## src/rtl/dwc_pkg.sv

```systemverilog
package dwc_pkg;
  typedef enum logic {
    TMR_IDLE = 1'b0,
    TMR_RUN  = 1'b1
  } tmr_state_e;
endpackage

```

## src/rtl/dwc_cmpl_fifo.sv

```systemverilog
module dwc_cmpl_fifo #(
  parameter int DEPTH = 4,
  parameter int TAG_W = 8
) (
  input  logic             clk_i,
  input  logic             rst_ni,
  input  logic             wr_i,
  input  logic [TAG_W-1:0] wr_tag_i,
  input  logic             rd_i,
  output logic [TAG_W-1:0] head_tag_o,
  output logic             empty_o,
  output logic             full_o
);
  localparam int PTR_W = (DEPTH > 1) ? $clog2(DEPTH) : 1;
  localparam int OCC_W = $clog2(DEPTH + 1);
  localparam logic [PTR_W-1:0] LAST = PTR_W'(DEPTH - 1);

  logic [TAG_W-1:0] mem_q [DEPTH];
  logic [PTR_W-1:0] wr_ptr_q, rd_ptr_q;
  logic [OCC_W-1:0] occ_q;

  always_ff @(posedge clk_i or negedge rst_ni) begin
    if (!rst_ni) begin
      wr_ptr_q <= '0;
      rd_ptr_q <= '0;
      occ_q    <= '0;
    end else begin
      if (wr_i) wr_ptr_q <= (wr_ptr_q == LAST) ? '0 : wr_ptr_q + 1'b1;
      if (rd_i) rd_ptr_q <= (rd_ptr_q == LAST) ? '0 : rd_ptr_q + 1'b1;
      if (wr_i && !rd_i)      occ_q <= occ_q + 1'b1;
      else if (rd_i && !wr_i) occ_q <= occ_q - 1'b1;
    end
  end

  always_ff @(posedge clk_i) begin
    if (wr_i) mem_q[wr_ptr_q] <= wr_tag_i;
  end

  assign head_tag_o = mem_q[rd_ptr_q];
  assign empty_o    = (occ_q == '0);
  assign full_o     = (occ_q == OCC_W'(DEPTH));

  assert_no_overflow_R3: assert property (@(posedge clk_i) disable iff (!rst_ni)
    wr_i |-> !full_o);
  assert_no_underflow_R8: assert property (@(posedge clk_i) disable iff (!rst_ni)
    rd_i |-> !empty_o);
  assert_occ_hold_R10: assert property (@(posedge clk_i) disable iff (!rst_ni)
    (wr_i && rd_i) |=> (occ_q == $past(occ_q)));
endmodule

```

## src/rtl/dwc_discard_timer.sv

```systemverilog
module dwc_discard_timer
  import dwc_pkg::*;
#(
  parameter int CNT_W = 16,
  parameter int TAG_W = 8
) (
  input  logic             clk_i,
  input  logic             rst_ni,
  input  logic             head_valid_i,
  input  logic [TAG_W-1:0] head_tag_i,
  input  logic             retry_valid_i,
  input  logic [TAG_W-1:0] retry_tag_i,
  input  logic [CNT_W-1:0] cnt_init_i,
  input  logic             serr_en_i,
  output logic             pop_o,
  output logic             deliver_o,
  output logic             discard_o,
  output logic             serr_req_o
);
  tmr_state_e       state_q;
  logic [CNT_W-1:0] remain_q;
  logic [CNT_W-1:0] cnt_now;
  logic             match, expire;

  // first head cycle uses the programmed value directly
  assign cnt_now = (state_q == TMR_IDLE) ? cnt_init_i : remain_q;
  assign match   = head_valid_i && retry_valid_i && (retry_tag_i == head_tag_i);
  assign expire  = head_valid_i && (cnt_now == '0);

  assign deliver_o  = match;
  assign discard_o  = expire && !match;
  assign pop_o      = match || expire;
  assign serr_req_o = discard_o && serr_en_i;

  always_ff @(posedge clk_i or negedge rst_ni) begin
    if (!rst_ni) begin
      state_q  <= TMR_IDLE;
      remain_q <= '0;
    end else if (pop_o || !head_valid_i) begin
      state_q  <= TMR_IDLE;
    end else begin
      state_q  <= TMR_RUN;
      remain_q <= cnt_now - CNT_W'(1);
    end
  end

  assert_load_R4: assert property (@(posedge clk_i) disable iff (!rst_ni)
    (state_q == TMR_IDLE && head_valid_i && !pop_o)
      |=> (state_q == TMR_RUN && remain_q == $past(cnt_init_i) - CNT_W'(1)));
  assert_count_down_R4: assert property (@(posedge clk_i) disable iff (!rst_ni)
    (state_q == TMR_RUN && head_valid_i && !pop_o)
      |=> (remain_q == $past(remain_q) - CNT_W'(1)));
endmodule

```

## src/rtl/dwc_discard_ctrl.sv

```systemverilog
module dwc_discard_ctrl #(
  parameter int DEPTH = 4,
  parameter int TAG_W = 8,
  parameter int CNT_W = 16
) (
  input  logic             clk_i,
  input  logic             rst_ni,
  input  logic             push_valid_i,
  input  logic [TAG_W-1:0] push_tag_i,
  output logic             push_retry_o,
  input  logic             retry_valid_i,
  input  logic [TAG_W-1:0] retry_tag_i,
  input  logic [CNT_W-1:0] discard_cnt_i,
  input  logic             serr_en_i,
  output logic             deliver_o,
  output logic [TAG_W-1:0] deliver_tag_o,
  output logic             discard_o,
  output logic             serr_req_o,
  output logic             full_o,
  output logic             empty_o
);
  logic             push_acc, pop;
  logic [TAG_W-1:0] head_tag;

  assign push_acc     = push_valid_i && !full_o;
  assign push_retry_o = push_valid_i && full_o;

  dwc_cmpl_fifo #(.DEPTH(DEPTH), .TAG_W(TAG_W)) u_fifo (
    .clk_i      (clk_i),
    .rst_ni     (rst_ni),
    .wr_i       (push_acc),
    .wr_tag_i   (push_tag_i),
    .rd_i       (pop),
    .head_tag_o (head_tag),
    .empty_o    (empty_o),
    .full_o     (full_o)
  );

  dwc_discard_timer #(.CNT_W(CNT_W), .TAG_W(TAG_W)) u_timer (
    .clk_i         (clk_i),
    .rst_ni        (rst_ni),
    .head_valid_i  (!empty_o),
    .head_tag_i    (head_tag),
    .retry_valid_i (retry_valid_i),
    .retry_tag_i   (retry_tag_i),
    .cnt_init_i    (discard_cnt_i),
    .serr_en_i     (serr_en_i),
    .pop_o         (pop),
    .deliver_o     (deliver_o),
    .discard_o     (discard_o),
    .serr_req_o    (serr_req_o)
  );

  assign deliver_tag_o = head_tag;

  assert_pop_excl_R12: assert property (@(posedge clk_i) disable iff (!rst_ni)
    deliver_o |-> !discard_o);
endmodule

```

## config.mk

```make
export PLATFORM = sky130hd
export DESIGN_NAME = dwc_discard_ctrl
export DESIGN_NICKNAME = d
export VERILOG_FILES = /design/src/rtl/dwc_pkg.sv /design/src/rtl/dwc_cmpl_fifo.sv /design/src/rtl/dwc_discard_timer.sv /design/src/rtl/dwc_discard_ctrl.sv
export SDC_FILE = /design/constraint.sdc
export NUM_CORES = 1
export LEC_CHECK = 0
export ABC_AREA = 1
export ABC_CLOCK_PERIOD_IN_PS = 2730
export BUFFER_PORTS_ARGS = -buffer_cell sky130_fd_sc_hd__buf_4
export CORE_MARGIN = 3
export CORE_UTILIZATION = 25
export CTS_BUF_LIST = sky130_fd_sc_hd__clkbuf_16
export DETAILED_ROUTE_END_ITERATION = 8
export HOLD_SLACK_MARGIN = 0.03
export MAX_ROUTING_LAYER = met4
export SETUP_SLACK_MARGIN = 0.2
export SLEW_MARGIN = 10
export SYNTH_ARGS = -nofsm -noshare
export SYNTH_HDL_FRONTEND = slang
export SYNTH_SLANG_ARGS = --single-unit
```

## constraint.sdc

```tcl
create_clock -name clk_i -period 2.73 [get_ports clk_i]
set_input_delay 0.546 -clock clk_i [delete_from_list [all_inputs] [get_ports clk_i]]
set_output_delay 0.546 -clock clk_i [all_outputs]
set_load 0.02 [all_outputs]
```

Yosys cells after proc, flatten, opt, wreduce, memory -nomap -nowiden
Memories as Yosys holds them, arrays and structs flattened. Cells that the tools add are included.

Register bits after elaboration: 24. Memories kept: 1. Input bits: 37. Memory bits (writable): 32. Output and inout bits: 14.

Memories: u_fifo.mem_q (words 4, width 8, read ports 1, clocked after memory_dff 0, write ports 1, line dwc_cmpl_fifo.sv:18) `logic [TAG_W-1:0] mem_q [DEPTH];`.

Multiplexer cells: 8. Reduce and logical (&&, ||, !) cells: 19. Equal/unequal tests: 4. $add $sub $neg: 5.

Operators by type and width (number): 16-bit zero test (1); 16-bit two-way mux (1); 16-bit by 1-bit subtractor with 16-bit output (second input constant) (1); 1-bit logical AND (9); 8-bit equality test (1); 3-bit two-way mux (2); 1-bit zero test (5); 2-bit by 1-bit adder with 2-bit output (second input constant) (2); 2-bit equality test (second input constant) (2); 2-bit two-way mux (2); 3-bit by 1-bit adder with 3-bit output (second input constant) (1); 3-bit equality test (second input constant) (1); 3-bit zero test (1); 1-bit two-way mux (3); 3-bit by 1-bit subtractor with 3-bit output (second input constant) (1); 1-bit logical OR (2); 2-bit nonzero test (1).

Longest topological paths before layout
Gate-level depths: netlist of the first run.

Depth in word-level cells: 8. Depth in mapped cells: 19. Depth with buffers taken out: 18.

Cells and area by module
A second synthesis of the first run with hierarchy kept.

Cell total of the unflattened synthesis: 416. Area total of the unflattened synthesis: 3390.8 µm².

By module, submodules not included: dwc_cmpl_fifo (area an instance 1702.9 µm², cells an instance 144, instances 1, sequential area each 1136.1 µm²); dwc_discard_timer (area an instance 1666.6 µm², cells an instance 267, instances 1, sequential area each 425.4 µm²); dwc_discard_ctrl (area an instance 21.3 µm², cells an instance 5, instances 1, sequential area each 0.0 µm²).

Least setup slack after synthesis of the first run
OpenSTA, ideal clock, no wires.

Path kind: reg2reg. Start: reg u_timer.state_q. End: reg u_fifo.occ_q[1]. Cell stages (with the launch flop): 18. Required time: 2605 ps. Period minus slack after synthesis: 2771 ps. Arrival: 2646 ps. Path slack: -41 ps. Path through: dfrtp_1 > buf_6 > buf_6 > buf_6 > nand2_1 > o21ai_0 > inv_1 > ha_1 > nand2_1 > nor3_4 > nand3_4 > buf_6 > nand2_2 > inv_1 > ha_1 > inv_1 > fa_1 > mux2_2.

Word-level cells in the longest chain between the ends: 7. Elaborated cells between the ends (all ways): 9.

RTL lines: start, declared (line dwc_discard_timer.sv:20) `tmr_state_e state_q;`; start signal, assigned (line dwc_discard_timer.sv:37) `state_q <= TMR_IDLE;`; start signal, assigned (line dwc_discard_timer.sv:40) `state_q <= TMR_IDLE;`; start signal, assigned (line dwc_discard_timer.sv:42) `state_q <= TMR_RUN;`; 16-bit two-way mux (*) (line dwc_discard_timer.sv:26) `assign cnt_now = (state_q == TMR_IDLE) ? cnt_init_i : remain_q;`; 16-bit zero test (*) (line dwc_discard_timer.sv:28) `assign expire = head_valid_i && (cnt_now == '0);`; 1-bit logical AND (*) (line dwc_discard_timer.sv:28); 1-bit logical OR (*) (line dwc_discard_timer.sv:32) `assign pop_o = match || expire;`; 1-bit zero test (line dwc_cmpl_fifo.sv:30) `if (wr_i && !rd_i) occ_q <= occ_q + 1'b1;`; 1-bit logical AND (line dwc_cmpl_fifo.sv:30); 3-bit two-way mux or 2-bit nonzero test (tied branches); end signal, assigned (line dwc_cmpl_fifo.sv:30); end signal, assigned (line dwc_cmpl_fifo.sv:31) `else if (rd_i && !wr_i) occ_q <= occ_q - 1'b1;`; end, declared (line dwc_cmpl_fifo.sv:20) `logic [OCC_W-1:0] occ_q;`.

Mark *: on every way between the ends. The rest lies on a longest branch, timed or not. A chain may end at the register's enable or synchronous reset.

Worst setup path in the final report of the first run
Start: reg u_timer.state_q. End: out serr_req_o.

Word-level cells in the longest chain between the ends: 5.

RTL lines: 16-bit two-way mux (line dwc_discard_timer.sv:26); 16-bit zero test (line dwc_discard_timer.sv:28); 1-bit logical AND (line dwc_discard_timer.sv:28); 1-bit logical AND (line dwc_discard_timer.sv:31) `assign discard_o = expire && !match;`; 1-bit logical AND (line dwc_discard_timer.sv:33) `assign serr_req_o = discard_o && serr_en_i;`; end, declared (line dwc_discard_ctrl.sv:18) `output logic serr_req_o,`.

Every way passes these cells.

==> reports/metrics.yaml, run 1 <==
sta:
  post-route-period-util_pct: 93.9
  slew_headroom_pct: 76.4
  worst_pin_slew_ns: 0.353
  fin_ws_ns: 0.166
  tns_ns: 0
  setup-violations-final: 0
  max_freq_mhz: 390
  hold_violations: 0
  clock_skew_ns: 0.00964
  drv_slew: 0
  rsz0062_at_grt: "yes"
  period_minus_slack_ns: 2.56
final_layout:
  final_common_cell: "nand2_1"
  area_growth_pct: 26.8
  multiInputGateArea_um2: 1560
  drive_gt1_share_pct: 27.3
  seqCellArea_um2: 1560
  fill_cells: 1368
  final_cell_mix: "nand2_1, buf_4, inv_1, nor2_1, edfxtp_1"
  nNetsFinal: 529
  n_antenna_cell: 0
synthesis:
  synth_seq_cells: 56
  synth_flop_cell: "edfxtp_1"
  ys_top_cells_by_area: "edfxtp_1, dfrtp_1, nand2_1"
  synth_cell_types: 32
  synth_fp_nets: 464
  synth-seq-area-share_pct: 45.8
  async_flop_share_pct: 42.9
  syn_inst: 418
  syn_area_per_cell_um2: 8.15
  synth_top_area_cell: "edfxtp_1"
  yosysWarnings: 0
  netlist_area_um2: 3410
  synth_enable_flop_cells: 32
  yosysTopAreaCellShare_pct: 28.2
worst_setup_path:
  critPathMaxFanout: 18
  endpoint_kind: "primary output"
  cp.arrival_ns: 2.02
  r2r_slack_ns: 0.20
  cp-start-kind: "flop"
  cp.required_ns: 2.18
  crit_type: "flop to primary output"
clocking:
  clkLatencyLatePin_ns: 0.30
  cts_buffers: 5
  root_buffer: "clkbuf_16"
  clockBufferDepth: 2
  cts_max_level: 2
  path_clk_slew_ns: 0.07
  cts.sinks: 56
  hold_buffers: 0
  cts_tree: "done"
run_status:
  status: "finished, final reports clean"
run:
  drv_cap: 0
drt:
  vias: 2842
  drt_wl_total_um: 8170
  post_drt_via_cell_ratio: 4.31
  drc: 0
  ant_nets: 0
  drtIter0Drc: 218
  first_pass_iters: 4
  wl_per_cell_um: 12.4
floorplanning:
  fp.dieH_um: 123
  fp-row-count: 42
  chipWidth_um: 123
  io_pins: 51
  die_area_um2: 15100
  fp.coreArea_um2: 13300
  initial_utilization_pct: 25.6
power_and_ir_drop:
  clkPwrFrac_pct: 14.8
  p_leak_uw: 0.00207
  p_per_area_nw_per_um2: 1020
  switching_share_pct: 43.7
  power_frac_seq_pct: 30.6
  share_comb_of_total_power_pct: 54.6
  power.switching_uw: 1920
  p_int_uw: 2470
  vdd_ir_drop_max_uv: 299
worst_hold_path:
  hp-class: "input port to asynchronous set/reset pin"
global_route:
  antenna_found_initial: 0
  grt_start_max_net_pins: 37
  grt_pass1_vias: 2703
  grt.total_usage_pct: 11.3
  grt-ovfl-total: 0
  grt_pass1_wl_um: 12900
placed_design:
  routabilityCongestion: 0.852
  port_buffers: 50
  hpwl_um: 5970
  place_ws_ns: 0.174
-- worst max-delay path: stages, from the launching register on --
cell	delay, ns
dfrtp_2	0.43
buf_12	0.18
mux2_2	0.39
nor3_4	0.22
nand3_4	0.14
nor3_4	0.21
buf_6	0.15
-- registers in the layout, summed over array words and instances (netlist names) --
register / count
u_fifo.mem_q: 32
u_timer.remain_q: 16
u_fifo.occ_q: 3
u_fifo.rd_ptr_q: 2
u_fifo.wr_ptr_q: 2
u_timer.state_q: 1
-- logic make-up after synthesis --
| logic type | after synthesis | share of synthesized area, % |
|---|---|---|
| adder cells (fa/ha/maj) | 9 | 3.53 |
| AND/OR/NAND/NOR | 240 | 32.9 |
| XOR/XNOR | 9 | 2.31 |
| flip-flops | 56 | 45.8 |
| AO/OA/AOI/OAI | 24 | 3.64 |
| buffers and inverters | 78 | 11.2 |
| multiplexers | 2 | 0.661 |
-- path summary, 6_finish.rpt --
check	from	to	cells after the start
max	u_timer.state_q	serr_req_o	6
min	rst_ni	u_timer.remain_q[9]	1
max reg2reg	u_timer.state_q	u_fifo.occ_q[1]	10
min reg2reg	u_timer.remain_q[5]	u_timer.remain_q[5]	2
max in group asynchronous	rst_ni	u_fifo.rd_ptr_q[0]	1
min in group clk_i	push_tag_i[6]	u_fifo.mem_q[2][6]	1
-- final cells by class --
cell class / instances / share of cell area, %
Sequential cell: 56 / 36.2
Multi-Input combinational cell: 284 / 36.0
Timing Repair Buffer: 71 / 13.4
Inverter: 65 / 5.91
Tap cell: 176 / 5.10
Clock buffer: 5 / 2.90
Clock inverter: 3 / 0.492
-- per-layer routing --
metal  track usage, %  routed length, µm  vias to the layer above
li1                 -                  -                     1457
met1             14.3               3760                     1316
met2             18.1               4010                       60
met3             1.89                254                        9
met4             4.48                152                        0
met5                -                  0                        -
-- synthesized netlist by cell type, types with 6 or more instances --
cell	count
o21ai_0	7
xor2_1	6
nand2_1	136
nand3_1	26
ha_1	8
dfrtp_1	24
edfxtp_1	32
inv_1	60
nand4_1	18
buf_6	7
nand2_2	6
o21ai_1	12
nor2_1	37
-- power by group through the flow --
stage	clock network, µW	registers, µW	logic (µW)
after floorplan	0	1310	1730
after global placement	0	1330	2250
after detailed placement	0	1350	2300
after CTS	666	1330	2310
after global routing	696	1370	2700
final	649	1340	2400
-- per-stage QoR --
| stage | util, % | cell area (µm²) | hold slack (ns) | std cells | total power (µW) |
|---|---|---|---|---|---|
| after floorplan | - | 3440 | 0.250 | 418 | 3030 |
| after global placement | 30.4 | 4050 | 0.452 | 648 | 3580 |
| after detailed placement | 30.4 | 4050 | 0.458 | 648 | 3640 |
| after CTS | 31.6 | 4200 | 0.162 | 656 | 4310 |
| after global routing | 32.5 | 4320 | 0.176 | 660 | 4770 |
| final | 32.5 | 4320 | 0.148 | 660 | 4390 |
-- timing repair --
item	in CTS	in global routing
cloned	0	1
setup buffers	0	3
pin swaps	0	4
gates resized for setup	2	25
endpoints found under the setup margin	4	5
Note: power is estimated with default switching activity, not from simulation.
==> run 2, diff against run 1 <==
- ABC_AREA: 1 -> default
==> run 2 against run 1 <==
The flow now finishes with violations (negative setup slack). Critical path depth grew 5. Highest routed layer unchanged. Combinational power grew 3%. Via count shrank 4.4%. Core utilization grew 5.7 points. Clock-buffer cell count is the same. Critical path type is now flop to flop. Routed wire length grew 9.0%. Worst hold slack lost 0.0055 ns. Global-route usage grew 1.5 points. Non-clock buffer count grew 50. Synthesized cell count shrank 34%. Final cell count shrank 15%. Synthesized area shrank 5.7%.
==> reports/metrics.yaml, run 2 <==
floorplanning:
  chipWidth_um: 119
  fp.dieH_um: 119
  io_pins: 51
  fp-row-count: 40
  fp.coreArea_um2: 12300
  die_area_um2: 14300
  initial_utilization_pct: 26.1
final_layout:
  top_regs: "u_fifo.mem_q x32, u_timer.remain_q x16, u_fifo.occ_q x3"
  fill_cells: 1209
  drive_gt1_share_pct: 43.9
  finalCoreUtilization_pct: 38.2
  instances_no_fill: 562
  seqCellArea_um2: 1560
  area_growth_pct: 46.4
  n_antenna_cell: 0
  final_area_um2: 4710
  final_common_cell: "buf_4"
  largest-register: "u_fifo.mem_q"
  nNetsFinal: 439
  largest_reg_flops: 32
  multiInputGateArea_um2: 1710
  final_cell_mix: "buf_4, edfxtp_1, dfrtp_1, buf_6, nand3_1"
run_status:
  status: "finished, violations left"
  violations: "negative setup slack"
worst_setup_path:
  cp-start-kind: "flop"
  path_cells: "buf_6 -> mux4_2 -> xnor2_2 -> nand4_1 -> or3_4 -> buf_6 -> and2_4 -> ha_4 -> inv_2 -> fa_1 -> mux2_4"
  endpoint_kind: "flop"
  cp_slowest_cell: "mux4_2"
  cp.arrival_ns: 3.28
  crit_buf_inv: 3
  path_delay_family: "multiplexers"
  critPathMaxFanout: 4
  r2r_cells: 11
  critPathMostFrequentCell: "buf_6"
  cp.required_ns: 2.92
  cp.depth: 11
  critPathMaxStageDelay_ns: 0.53
  crit_type: "flop to flop"
synthesis:
  synth_compound_area_share_pct: 11.7
  async_flop_share_pct: 42.9
  synth_cell_types: 60
  synth_common_cells: "edfxtp_1, dfrtp_1, nand3_1, nand2_1"
  synthSimpleGateAreaFrac_pct: 17.7
  syn_inst: 275
  synth_fp_nets: 321
  synth_top_area_cell: "edfxtp_1"
  synth-seq-area-share_pct: 48.6
  synthXorXnorAreaFrac_pct: 6.27
  synth_flop_cell: "edfxtp_1"
  synth.most_common_cell: "edfxtp_1"
  synth_fa_ha_area_share_pct: 3.74
  ys_top_cells_by_area: "edfxtp_1, dfrtp_1, mux4_2"
  yosysTopAreaCellShare_pct: 29.9
  yosysWarnings: 0
  syn_area_per_cell_um2: 11.7
  synth_enable_flop_cells: 32
  synthMuxAreaShare_pct: 9.15
  netlist_area_um2: 3210
  synth_top_family_by_area: "simple AND/OR/NAND/NOR gates"
  synth_seq_cells: 56
clocking:
  path_clk_slew_ns: 0.08
  cts.sinks: 56
  clockBufferDepth: 2
  root_buffer: "clkbuf_16"
  cts_tree: "done"
  clkLatencyLatePin_ns: 0.30
  cts_max_level: 2
  cts_buffers: 5
worst_hold_path:
  hp-class: "input port to asynchronous set/reset pin"
drt:
  post_drt_via_cell_ratio: 4.83
  drtIter0Drc: 117
  vias: 2717
  drt_wl_total_um: 8910
  ant_nets: 0
  first_pass_iters: 4
  drc: 0
  wl_per_cell_um: 15.9
global_route:
  grt.total_usage_pct: 12.8
  grt_pass1_vias: 2834
  grt_pass1_wl_um: 14200
  grt-ovfl-total: 0
  antenna_found_initial: 0
  grt_start_max_net_pins: 26
sta:
  post-route-period-util_pct: 113
  max_freq_mhz: 324
  period_minus_slack_ns: 3.09
  slew_headroom_pct: 62.4
  worst_pin_slew_ns: 0.562
  hold_violations: 0
  fin_ws_ns: -0.357
  clock_skew_ns: 0.00797
  rsz0062_at_grt: "yes"
  setup-violations-final: 15
  drv_slew: 0
  hold_slack_ns: 0.143
power_and_ir_drop:
  p_per_area_nw_per_um2: 962
  vdd_ir_drop_max_uv: 339
  p_leak_uw: 0.00198
  fin_total_pwr_uw: 4530
placed_design:
  placedCellCount: 541
  placed_cell_area_um2: 4230
  port_buffers: 50
  hpwl_um: 6480
  routabilityCongestion: 0.876
run:
  drv_cap: 0
run 2: stage by stage:
step                      TNS (ns)  setup slack (ns)
after floorplan             -0.650            -0.287
after global placement      -0.291            -0.165
after detailed placement    -0.514            -0.245
after CTS                    -1.78            -0.402
after global routing         -4.15            -0.449
final                        -1.76            -0.357
run 2: logic make-up (layout without fill, tap and decap cells):
| logic type | after synthesis | in the layout |
|---|---|---|
| mux | 18 | 18 |
| xor+xnor | 23 | 23 |
| buf+inv | 19 | 138 |
| simple gates | 100 | 100 |
| flops | 56 | 56 |
| compound gates | 50 | 50 |
| fa+ha+maj | 9 | 9 |
run 2: worst paths after layout:
| kind | startpoint | to | slack [ns] |
|---|---|---|---|
| max | u_fifo.rd_ptr_q[0] | u_fifo.occ_q[1] | -0.36 |
| min | rst_ni | u_timer.remain_q[11] | 0.14 |
| max reg2reg | u_fifo.rd_ptr_q[0] | u_fifo.occ_q[1] | -0.36 |
| min reg2reg | u_fifo.occ_q[2] | u_fifo.occ_q[2] | 0.51 |
| max in group asynchronous | rst_ni | u_fifo.rd_ptr_q[0] | 2.32 |
| min in group clk_i | push_tag_i[5] | u_fifo.mem_q[3][5] | 0.44 |
run 2: worst reg2reg max path, stage by stage, from the launching register on:
cell and delay, ns:
dfrtp_1 0.42, buf_6 0.15, mux4_2 0.53, xnor2_2 0.16, nand4_1 0.16, or3_4 0.38, buf_6 0.13, and2_4 0.14
ha_4 0.15, inv_2 0.05, fa_1 0.42, mux2_4 0.28
run 2: routing by layer:
| layer | vias to the layer above | part of all wire (%) | global-route usage [%] |
|---|---|---|---|
| met1 | 1353 | 44 | 16.1 |
| met4 | 0 | 1.1 | 3.79 |
| met2 | 63 | 51 | 21.3 |
| met3 | 9 | 3.8 | 2.23 |
| met5 | - | 0 | - |
| li1 | 1292 | - | - |
run 2: report_power, final:
part / switching, µW / leakage, µW / total, µW / internal [µW]
combinational: 1180 / 0.00132 / 2470 / 1290
sequential: 189 / 0.000579 / 1370 / 1180
clock: 330 / 0.0000767 / 685 / 354
run 2: area by class of cell:
class                   instances  share of cell area, %
flip-flops and latches         56                   33.2
clock inverters                 3                  0.612
well taps                     168                   4.47
clock buffers                   5                   2.66
inverters                       9                  0.984
repair buffers                121                   21.7
multi-input cells             200                   36.4
run 2: repair_timing:
item	CTS	global route
buffers inserted	7	5
hold buffers	0	0
cloned	1	0
gates resized for setup	26	22
setup endpoints to repair	15	25
pin swaps	8	12
